[src/rtl/sgr_pkg.sv]
package sgr_pkg;

   typedef enum logic [1:0] {
      ST_IDLE  = 2'd0,
      ST_WAIT  = 2'd1,
      ST_PULSE = 2'd2,
      ST_LOCK  = 2'd3
   } sgr_state_e;

   function automatic int unsigned cnt_width(input int unsigned limit);
      int unsigned w;
      w = 1;
      while ((1 << w) <= limit) w++;
      return w;
   endfunction

endpackage

[src/rtl/sgr_sync.sv]
module sgr_sync #(
   parameter int unsigned STAGES    = 2,
   parameter bit          RESET_VAL = 1'b1
) (
   input  logic clk,
   input  logic rst_n,
   input  logic d_i,
   output logic q_o
);

   generate
      if (STAGES == 0) begin : g_bypass
         logic unused_ok;
         assign unused_ok = clk ^ rst_n;
         assign q_o = d_i;
      end else begin : g_chain
         logic [STAGES-1:0] chain_q;
         always_ff @(posedge clk or negedge rst_n) begin
            if (!rst_n) chain_q <= {STAGES{RESET_VAL}};
            else        chain_q <= {chain_q[STAGES-2+1-1 -: STAGES-1+1-1 > 0 ? STAGES-1 : 1], d_i};
         end
         assign q_o = chain_q[STAGES-1];
      end
   endgenerate

endmodule

[src/rtl/sgr_debounce.sv]
module sgr_debounce #(
   parameter int unsigned TICKS = 16
) (
   input  logic clk,
   input  logic rst_n,
   input  logic tick_i,
   input  logic level_i,
   output logic level_o
);
   import sgr_pkg::*;

   localparam int unsigned CW = cnt_width(TICKS);
   localparam logic [CW-1:0] LAST = CW'(TICKS - 1);

   logic          stable_q;
   logic [CW-1:0] run_q;

   generate
      if (TICKS < 1) begin : g_bad
         $error("sgr_debounce: TICKS must be at least 1");
      end
   endgenerate

   always_ff @(posedge clk or negedge rst_n) begin
      if (!rst_n) begin
         stable_q <= 1'b0;
         run_q    <= '0;
      end else if (level_i == stable_q) begin
         run_q <= '0;
      end else if (tick_i) begin
         if (run_q == LAST) begin
            stable_q <= level_i;
            run_q    <= '0;
         end else begin
            run_q <= run_q + 1'b1;
         end
      end
   end

   assign level_o = stable_q;

endmodule

[src/rtl/sgr_fsm.sv]
module sgr_fsm #(
   parameter int unsigned WAIT_TICKS  = 25,
   parameter int unsigned PULSE_TICKS = 6
) (
   input  logic                clk,
   input  logic                rst_n,
   input  logic                tick_i,
   input  logic                press_i,
   input  logic                smb_idle_i,
   input  logic                full_s0_i,
   input  logic                plat_rst_i,
   input  logic                cfg_i,
   output sgr_pkg::sgr_state_e state_o,
   output logic                sys_rst_o,
   output logic                pwrcyc_o
);
   import sgr_pkg::*;

   localparam int unsigned MAXT = (WAIT_TICKS > PULSE_TICKS) ? WAIT_TICKS : PULSE_TICKS;
   localparam int unsigned CW   = cnt_width(MAXT);
   localparam logic [CW-1:0] WAIT_LAST  = CW'(WAIT_TICKS - 1);
   localparam logic [CW-1:0] PULSE_LAST = CW'(PULSE_TICKS - 1);

   generate
      if (WAIT_TICKS < 1) begin : g_bad_wait
         $error("sgr_fsm: WAIT_TICKS must be at least 1");
      end
      if (PULSE_TICKS < 1) begin : g_bad_pulse
         $error("sgr_fsm: PULSE_TICKS must be at least 1");
      end
   endgenerate

   sgr_state_e    st_q, st_d;
   logic [CW-1:0] cnt_q, cnt_d;
   logic          sel_q, sel_d;
   logic          rearm_ok;

   assign rearm_ok = !press_i && full_s0_i && !plat_rst_i;

   always_comb begin
      st_d  = st_q;
      cnt_d = cnt_q;
      sel_d = sel_q;
      unique case (st_q)
         ST_IDLE: begin
            if (press_i) begin
               sel_d = cfg_i;
               cnt_d = '0;
               st_d  = smb_idle_i ? ST_PULSE : ST_WAIT;
            end
         end
         ST_WAIT: begin
            if (smb_idle_i) begin
               st_d  = ST_PULSE;
               cnt_d = '0;
            end else if (tick_i) begin
               if (cnt_q == WAIT_LAST) begin
                  st_d  = ST_PULSE;
                  cnt_d = '0;
               end else begin
                  cnt_d = cnt_q + 1'b1;
               end
            end
         end
         ST_PULSE: begin
            if (tick_i) begin
               if (cnt_q == PULSE_LAST) begin
                  st_d  = ST_LOCK;
                  cnt_d = '0;
               end else begin
                  cnt_d = cnt_q + 1'b1;
               end
            end
         end
         ST_LOCK: begin
            if (rearm_ok) st_d = ST_IDLE;
         end
         default: st_d = ST_IDLE;
      endcase
   end

   always_ff @(posedge clk or negedge rst_n) begin
      if (!rst_n) begin
         st_q  <= ST_IDLE;
         cnt_q <= '0;
         sel_q <= 1'b0;
      end else begin
         st_q  <= st_d;
         cnt_q <= cnt_d;
         sel_q <= sel_d;
      end
   end

   assign state_o   = st_q;
   assign sys_rst_o = (st_q == ST_PULSE) && !sel_q;
   assign pwrcyc_o  = (st_q == ST_PULSE) &&  sel_q;

endmodule

[src/rtl/sysrst_graceful.sv]
module sysrst_graceful #(
   parameter int unsigned SYNC_STAGES    = 2,
   parameter int unsigned DEBOUNCE_TICKS = 16,
   parameter int unsigned WAIT_TICKS     = 25,
   parameter int unsigned PULSE_TICKS    = 6
) (
   input  logic clk,
   input  logic rst_n,
   input  logic tick_i,
   input  logic btn_n_i,
   input  logic smb_idle_i,
   input  logic full_s0_i,
   input  logic plat_rst_i,
   input  logic pwrcyc_cfg_i,
   output logic sys_rst_o,
   output logic pwrcyc_req_o
);
   import sgr_pkg::*;

   logic       btn_n_sync;
   logic       btn_press_raw;
   logic       deb_press;
   sgr_state_e ctl_state;

   sgr_sync #(
      .STAGES    (SYNC_STAGES),
      .RESET_VAL (1'b1)
   ) u_sync (
      .clk   (clk),
      .rst_n (rst_n),
      .d_i   (btn_n_i),
      .q_o   (btn_n_sync)
   );

   assign btn_press_raw = ~btn_n_sync;

   sgr_debounce #(
      .TICKS (DEBOUNCE_TICKS)
   ) u_deb (
      .clk     (clk),
      .rst_n   (rst_n),
      .tick_i  (tick_i),
      .level_i (btn_press_raw),
      .level_o (deb_press)
   );

   sgr_fsm #(
      .WAIT_TICKS  (WAIT_TICKS),
      .PULSE_TICKS (PULSE_TICKS)
   ) u_fsm (
      .clk        (clk),
      .rst_n      (rst_n),
      .tick_i     (tick_i),
      .press_i    (deb_press),
      .smb_idle_i (smb_idle_i),
      .full_s0_i  (full_s0_i),
      .plat_rst_i (plat_rst_i),
      .cfg_i      (pwrcyc_cfg_i),
      .state_o    (ctl_state),
      .sys_rst_o  (sys_rst_o),
      .pwrcyc_o   (pwrcyc_req_o)
   );

endmodule

[config.mk]
export PLATFORM = sky130hd
export DESIGN_NAME = sysrst_graceful
export DESIGN_NICKNAME = d
export VERILOG_FILES = /design/src/rtl/sgr_pkg.sv /design/src/rtl/sgr_sync.sv /design/src/rtl/sgr_debounce.sv /design/src/rtl/sgr_fsm.sv /design/src/rtl/sysrst_graceful.sv
export SDC_FILE = /design/constraint.sdc
export NUM_CORES = 1
export LEC_CHECK = 0
export ABC_CLOCK_PERIOD_IN_PS = 3000
export BUFFER_PORTS_ARGS = -buffer_cell sky130_fd_sc_hd__buf_2
export CAP_MARGIN = 30
export CORE_UTILIZATION = 31
export CTS_CLUSTER_SIZE = 20
export DETAILED_ROUTE_END_ITERATION = 8
export HOLD_SLACK_MARGIN = 0.12
export REMOVE_ABC_BUFFERS = 1
export SLEW_MARGIN = 40
export SYNTH_ARGS = -nofsm -noshare
export SYNTH_HDL_FRONTEND = slang
export SYNTH_SLANG_ARGS = --single-unit
[constraint.sdc]
create_clock -name clk -period 3 [get_ports clk]
set_input_delay 0.6 -clock clk [delete_from_list [all_inputs] [get_ports clk]]
set_output_delay 0.6 -clock clk [all_outputs]
set_load 0.01 [all_outputs]
# After elaboration in Yosys (flattened, before gate mapping)
# Cells that the tools add are included.
# classes
n_addsub	2
n_eq_ne	13
mux	19
bitwise_logic	2
reduce_logical	14
# op_table
op	count
$mux W5	9
$mux W2	8
$pmux W5 S3	1
$add A5 B1 Y5 const B	2
$pmux W2 S4	1
$reduce_and A6 Y1	1
$eq A5 B3 Y1 const B	1
$eq A5 B4 Y1 const B	1
$eq A5 B5 Y1 const B	1
$eq A2 B2 Y1 const B	2
$logic_and A1 B1 Y1	4
$ne A2 B1 Y1 const B	2
$ne A2 B2 Y1 const B	2
$reduce_and A4 Y1	1
$logic_not A1 Y1	3
$ne A3 B2 Y1 const B	1
$ne A3 B3 Y1 const B	1
$reduce_and A3 Y1	1
$reduce_bool A3 Y1	1
$eq A2 B1 Y1 const B	1
$logic_not A2 Y1	1
$not A1 Y1	2
$reduce_and A2 Y1	1
$reduce_bool A2 Y1	1
$eq A1 B1 Y1	1
# totals
register_bits	16
output_inout_bits	2
wordCells	56

# Depth between registers and ports, before layout
# logic_depth
depth_word	5
mapped_depth	7
ltp_nobuf	6

# Modules after synthesis
# A second synthesis with hierarchy kept.
# unflattened
cells_unflattened	90
area_unflattened_um2	944.7
# by_module_without_submodules
mod	instances	cells_each	area_each_um2
sgr_fsm	1	59	595.6
sgr_debounce	1	28	292.8
sgr_sync	1	2	52.6
sysrst_graceful	1	1	3.8

# Worst setup path before layout
# OpenSTA, ideal clock, no wires.
# synth_path
path_type	flip-flop to flip-flop
start	register u_fsm.st_q[0] (netlist: u_fsm.state_o[0])
end	register u_fsm.cnt_q[4]
setup_time_ps	92
t_arrival_ps	1869
required_time_ps	2908
setup_slack_ps	1040
path_stages_with_launch	8
cell_sequence	dfrtp_1 > inv_1 > ha_1 > nor2b_1 > or4_1 > buf_2 > or2_4 > o31ai_2
# synth_between
elab_chain_len	3
elab_cells_between_ends	9
# synth_lines
item	line	text
start, declared	sgr_fsm.sv:33	sgr_state_e st_q, st_d;
start signal, assigned	sgr_fsm.sv:88	st_q <= st_d;
$eq A2 B1 Y1 (tied with other cells)	sgr_fsm.sv:44	unique case (st_q)
$ne A3 B3 Y1 (no source line) (tied with other cells)	-	
$reduce_and A4 Y1 (no source line)	-	
end signal, assigned	sgr_fsm.sv:89	cnt_q <= cnt_d;
end, declared	sgr_fsm.sv:34	logic [CW-1:0] cnt_q, cnt_d;
# Several ways; a longest one is shown, not always the timed one.
# A chain may end at the register's enable or synchronous reset.

# Worst setup path in the final report
# Same ends and word-level chain as after synthesis.

==> impl_metrics.env <==
export IMPL_cts_root_buf="clkbuf_4"
export IMPL_wl_per_cell_um=12.2
export IMPL_critPathKind="register to register"
export IMPL_drcViolationCount=2
export IMPL_drv_cap=0
export IMPL_drive_above_1_share_pct=19.8
export IMPL_htree_num_levels=1
export IMPL_violations="DRC"
export IMPL_synth_seq_cells=16
export IMPL_die_x_um=57.4
export IMPL_hold_class="input pin to asynchronous set/reset pin"
export IMPL_dpl_cell_area_um2=1020
export IMPL_pwr_density_cell_nw_per_um2=721
export IMPL_synthCells=90
export IMPL_irDropWorstVdd_v=0.000253
export IMPL_finalCritPeriodShare_pct=70.6
export IMPL_dpl_hpwl_mm=1.26
export IMPL_initial_utilization_pct=33.7
export IMPL_syn2layout_area_growth_pct=11.3
export IMPL_cts_num_sinks=16
export IMPL_cts_hold_fix_buffers=0
export IMPL_status="finished with violations"
export IMPL_core_um2=2830
export IMPL_worst_setup_path_start_kind="register"
export IMPL_finalSetupViolCount=0
export IMPL_p_switching_w=0.000280
export IMPL_grt_ovfl_total=0
export IMPL_postRouteAntennaNets=0
export IMPL_leakage_nw=0.507
export IMPL_num_vias=680
export IMPL_antenna_found_initial=0
export IMPL_nNetsFinal=120
export IMPL_pwr_share_clk_pct=18.3
export IMPL_cts_buffer_depth=2
export IMPL_cts_setup_buffers=0
export IMPL_finalClockSkew_ps=2.43
export IMPL_row_count=19
export IMPL_drtPass1Iterations=6
export IMPL_finalHoldViolCount=0
export IMPL_pin_count=10
export IMPL_grt_pass1_wl_mm=2.70
export IMPL_ys_flop_type="dfrtp_1"
export IMPL_cp_data_arrival_time_ps=2320
export IMPL_synth_edff_count=0
export IMPL_dieHeight_um=57.4
export IMPL_rsz0062_at_grt="no"
export IMPL_ys_types=32
export IMPL_fin_crit_ps=2120
export IMPL_ys_warn_count=0
export IMPL_pwr_share_comb_pct=44.2
export IMPL_die_area_um2=3300
export IMPL_endpoint_kind="register"
export IMPL_grt_pass1_vias=629
export IMPL_grt_start_max_net_pins=17
export IMPL_power_share_sequential_pct=37.5
export IMPL_slew_limit_headroom_pct=69.9
export IMPL_ys_seq_area_share_pct=42.3
export IMPL_port_buffers=9
export IMPL_path_max_fanout=7
export IMPL_worstSkewPairLatency_ps=280
export IMPL_stdcell_area_um2=1060
export IMPL_wl_mm=1.61
export IMPL_p_int_w=0.000485
export IMPL_cp_data_required_time_ps=3200
export IMPL_layout_commonest_cell="dfrtp_1"
export IMPL_async_flop_share_pct=100
export IMPL_first_iter_violations=10
export IMPL_syn_area_per_cell_um2=10.6
export IMPL_drt_vias_per_instance=5.15
export IMPL_fmaxAchievable_ghz=0.472
export IMPL_cts_clk_slew_worst_paths_ps=90
export IMPL_grtUsageTotal_pct=10.7
export IMPL_slew_violations=0
export IMPL_cts_resized_gates=0
export IMPL_layout_common_cells="14 x dfrtp_1, 10 x ha_1, 9 x buf_2"
export IMPL_cts_tree="done"
export IMPL_tightest_slew_ps=452
export IMPL_setup_tns_ps=0
export IMPL_finalWeightedCongestion=0.794
export IMPL_syn_area_um2=952
export IMPL_cts_buffers=3
export IMPL_antenna_cells=0
export IMPL_swShare_pct=36.6
[synthesized netlist by cell type, types with 2 or more instances]
cell / instances / area (um2)
mux2i_1: 5 / 50.1
a32oi_1: 2 / 17.5
inv_1: 7 / 26.3
a2bb2oi_1: 2 / 17.5
xor2_1: 2 / 17.5
o21ai_0: 2 / 10.0
nand3_1: 4 / 20.0
nor2_1: 5 / 18.8
ha_1: 10 / 125
nand2_1: 8 / 30.0
dfrtp_1: 14 / 350
o31ai_1: 3 / 22.5
nand4b_1: 2 / 17.5
dfstp_2: 2 / 52.6
mux2_2: 2 / 22.5
nor2b_1: 4 / 25.0
[metrics by stage]
stage | hold WS (ps) | worst slack [ps] | util, % | total power (W) | cells
global placement | 346 | 914 | 36.2 | 0.000619 | 128
floorplan | 304 | 1040 | - | 0.000544 | 88
finish | 221 | 881 | 37.5 | 0.000765 | 132
detailed placement | 347 | 906 | 36.2 | 0.000628 | 128
CTS | 224 | 889 | 37.5 | 0.000773 | 132
global route | 224 | 730 | 37.5 | 0.000826 | 132
[critical path, stage by stage (launching register included)]
cell	delay [ps]
dfrtp_1	410
inv_1	110
ha_1	220
nor2b_1	140
or4_1	630
or2_4	310
o31ai_2	200
[state kept, by name, summed over array words and instances, names as in the netlist]
| register | flops |
|---|---|
| u_fsm.sel_q | 1 |
| u_fsm.cnt_q | 5 |
| u_fsm.state_o | 2 |
| u_deb.run_q | 5 |
| u_deb.level_o | 1 |
| u_sync.g_chain.chain_q | 2 |
[final cells by class]
| cell class | instances | area (um2) |
|---|---|---|
| inverter | 7 | 26.3 |
| multi-input combinational | 65 | 510 |
| fill | 275 | 1770 |
| clock buffer | 4 | 36.3 |
| tap | 31 | 38.8 |
| sequential | 16 | 403 |
| timing repair buffer | 9 | 45.0 |
[worst paths after layout]
path | start | to | slack (ps) | depth (start not counted)
hold reg to reg | u_sync.g_chain.chain_q[0] | u_sync.g_chain.chain_q[1] | 360 | 0
min in group clk | u_sync.g_chain.chain_q[0] | u_sync.g_chain.chain_q[1] | 360 | 0
setup reg to reg | u_fsm.state_o[0] | u_fsm.cnt_q[4] | 880 | 6
hold / removal | rst_n | u_fsm.state_o[0] | 220 | 1
setup / recovery | u_fsm.state_o[0] | u_fsm.cnt_q[4] | 880 | 6
max in group asynchronous | rst_n | u_sync.g_chain.chain_q[0] | 2470 | 1
[layer usage]
metal	track usage, %	share of wire [%]	routed length [um]	up-vias
met2	18.4	49	785	12
met3	4.08	3.8	61	0
met5	0	0	0	-
li1	-	-	-	344
met1	13.2	47	761	324
met4	1.05	0	0	0
[power groups by stage]
| stage | clock (W) | combinational (W) | sequential, W |
|---|---|---|---|
| global placement | 0 | 0.000331 | 0.000288 |
| finish | 0.000140 | 0.000338 | 0.000287 |
| global route | 0.000158 | 0.000376 | 0.000292 |
| floorplan | 0 | 0.000261 | 0.000283 |
| detailed placement | 0 | 0.000337 | 0.000291 |
| CTS | 0.000147 | 0.000340 | 0.000287 |
[logic make-up (layout without fill, tap and decap cells)]
group	Yosys count	after routing	synth area share [%]
compound gates	16	16	13.5
xor+xnor	2	2	1.84
fa+ha+maj	10	10	13.1
buf+inv	9	20	4.07
flops	16	16	42.3
mux	7	7	7.62
simple gates	30	30	17.5
Note: power is estimated with default switching activity, not from simulation.
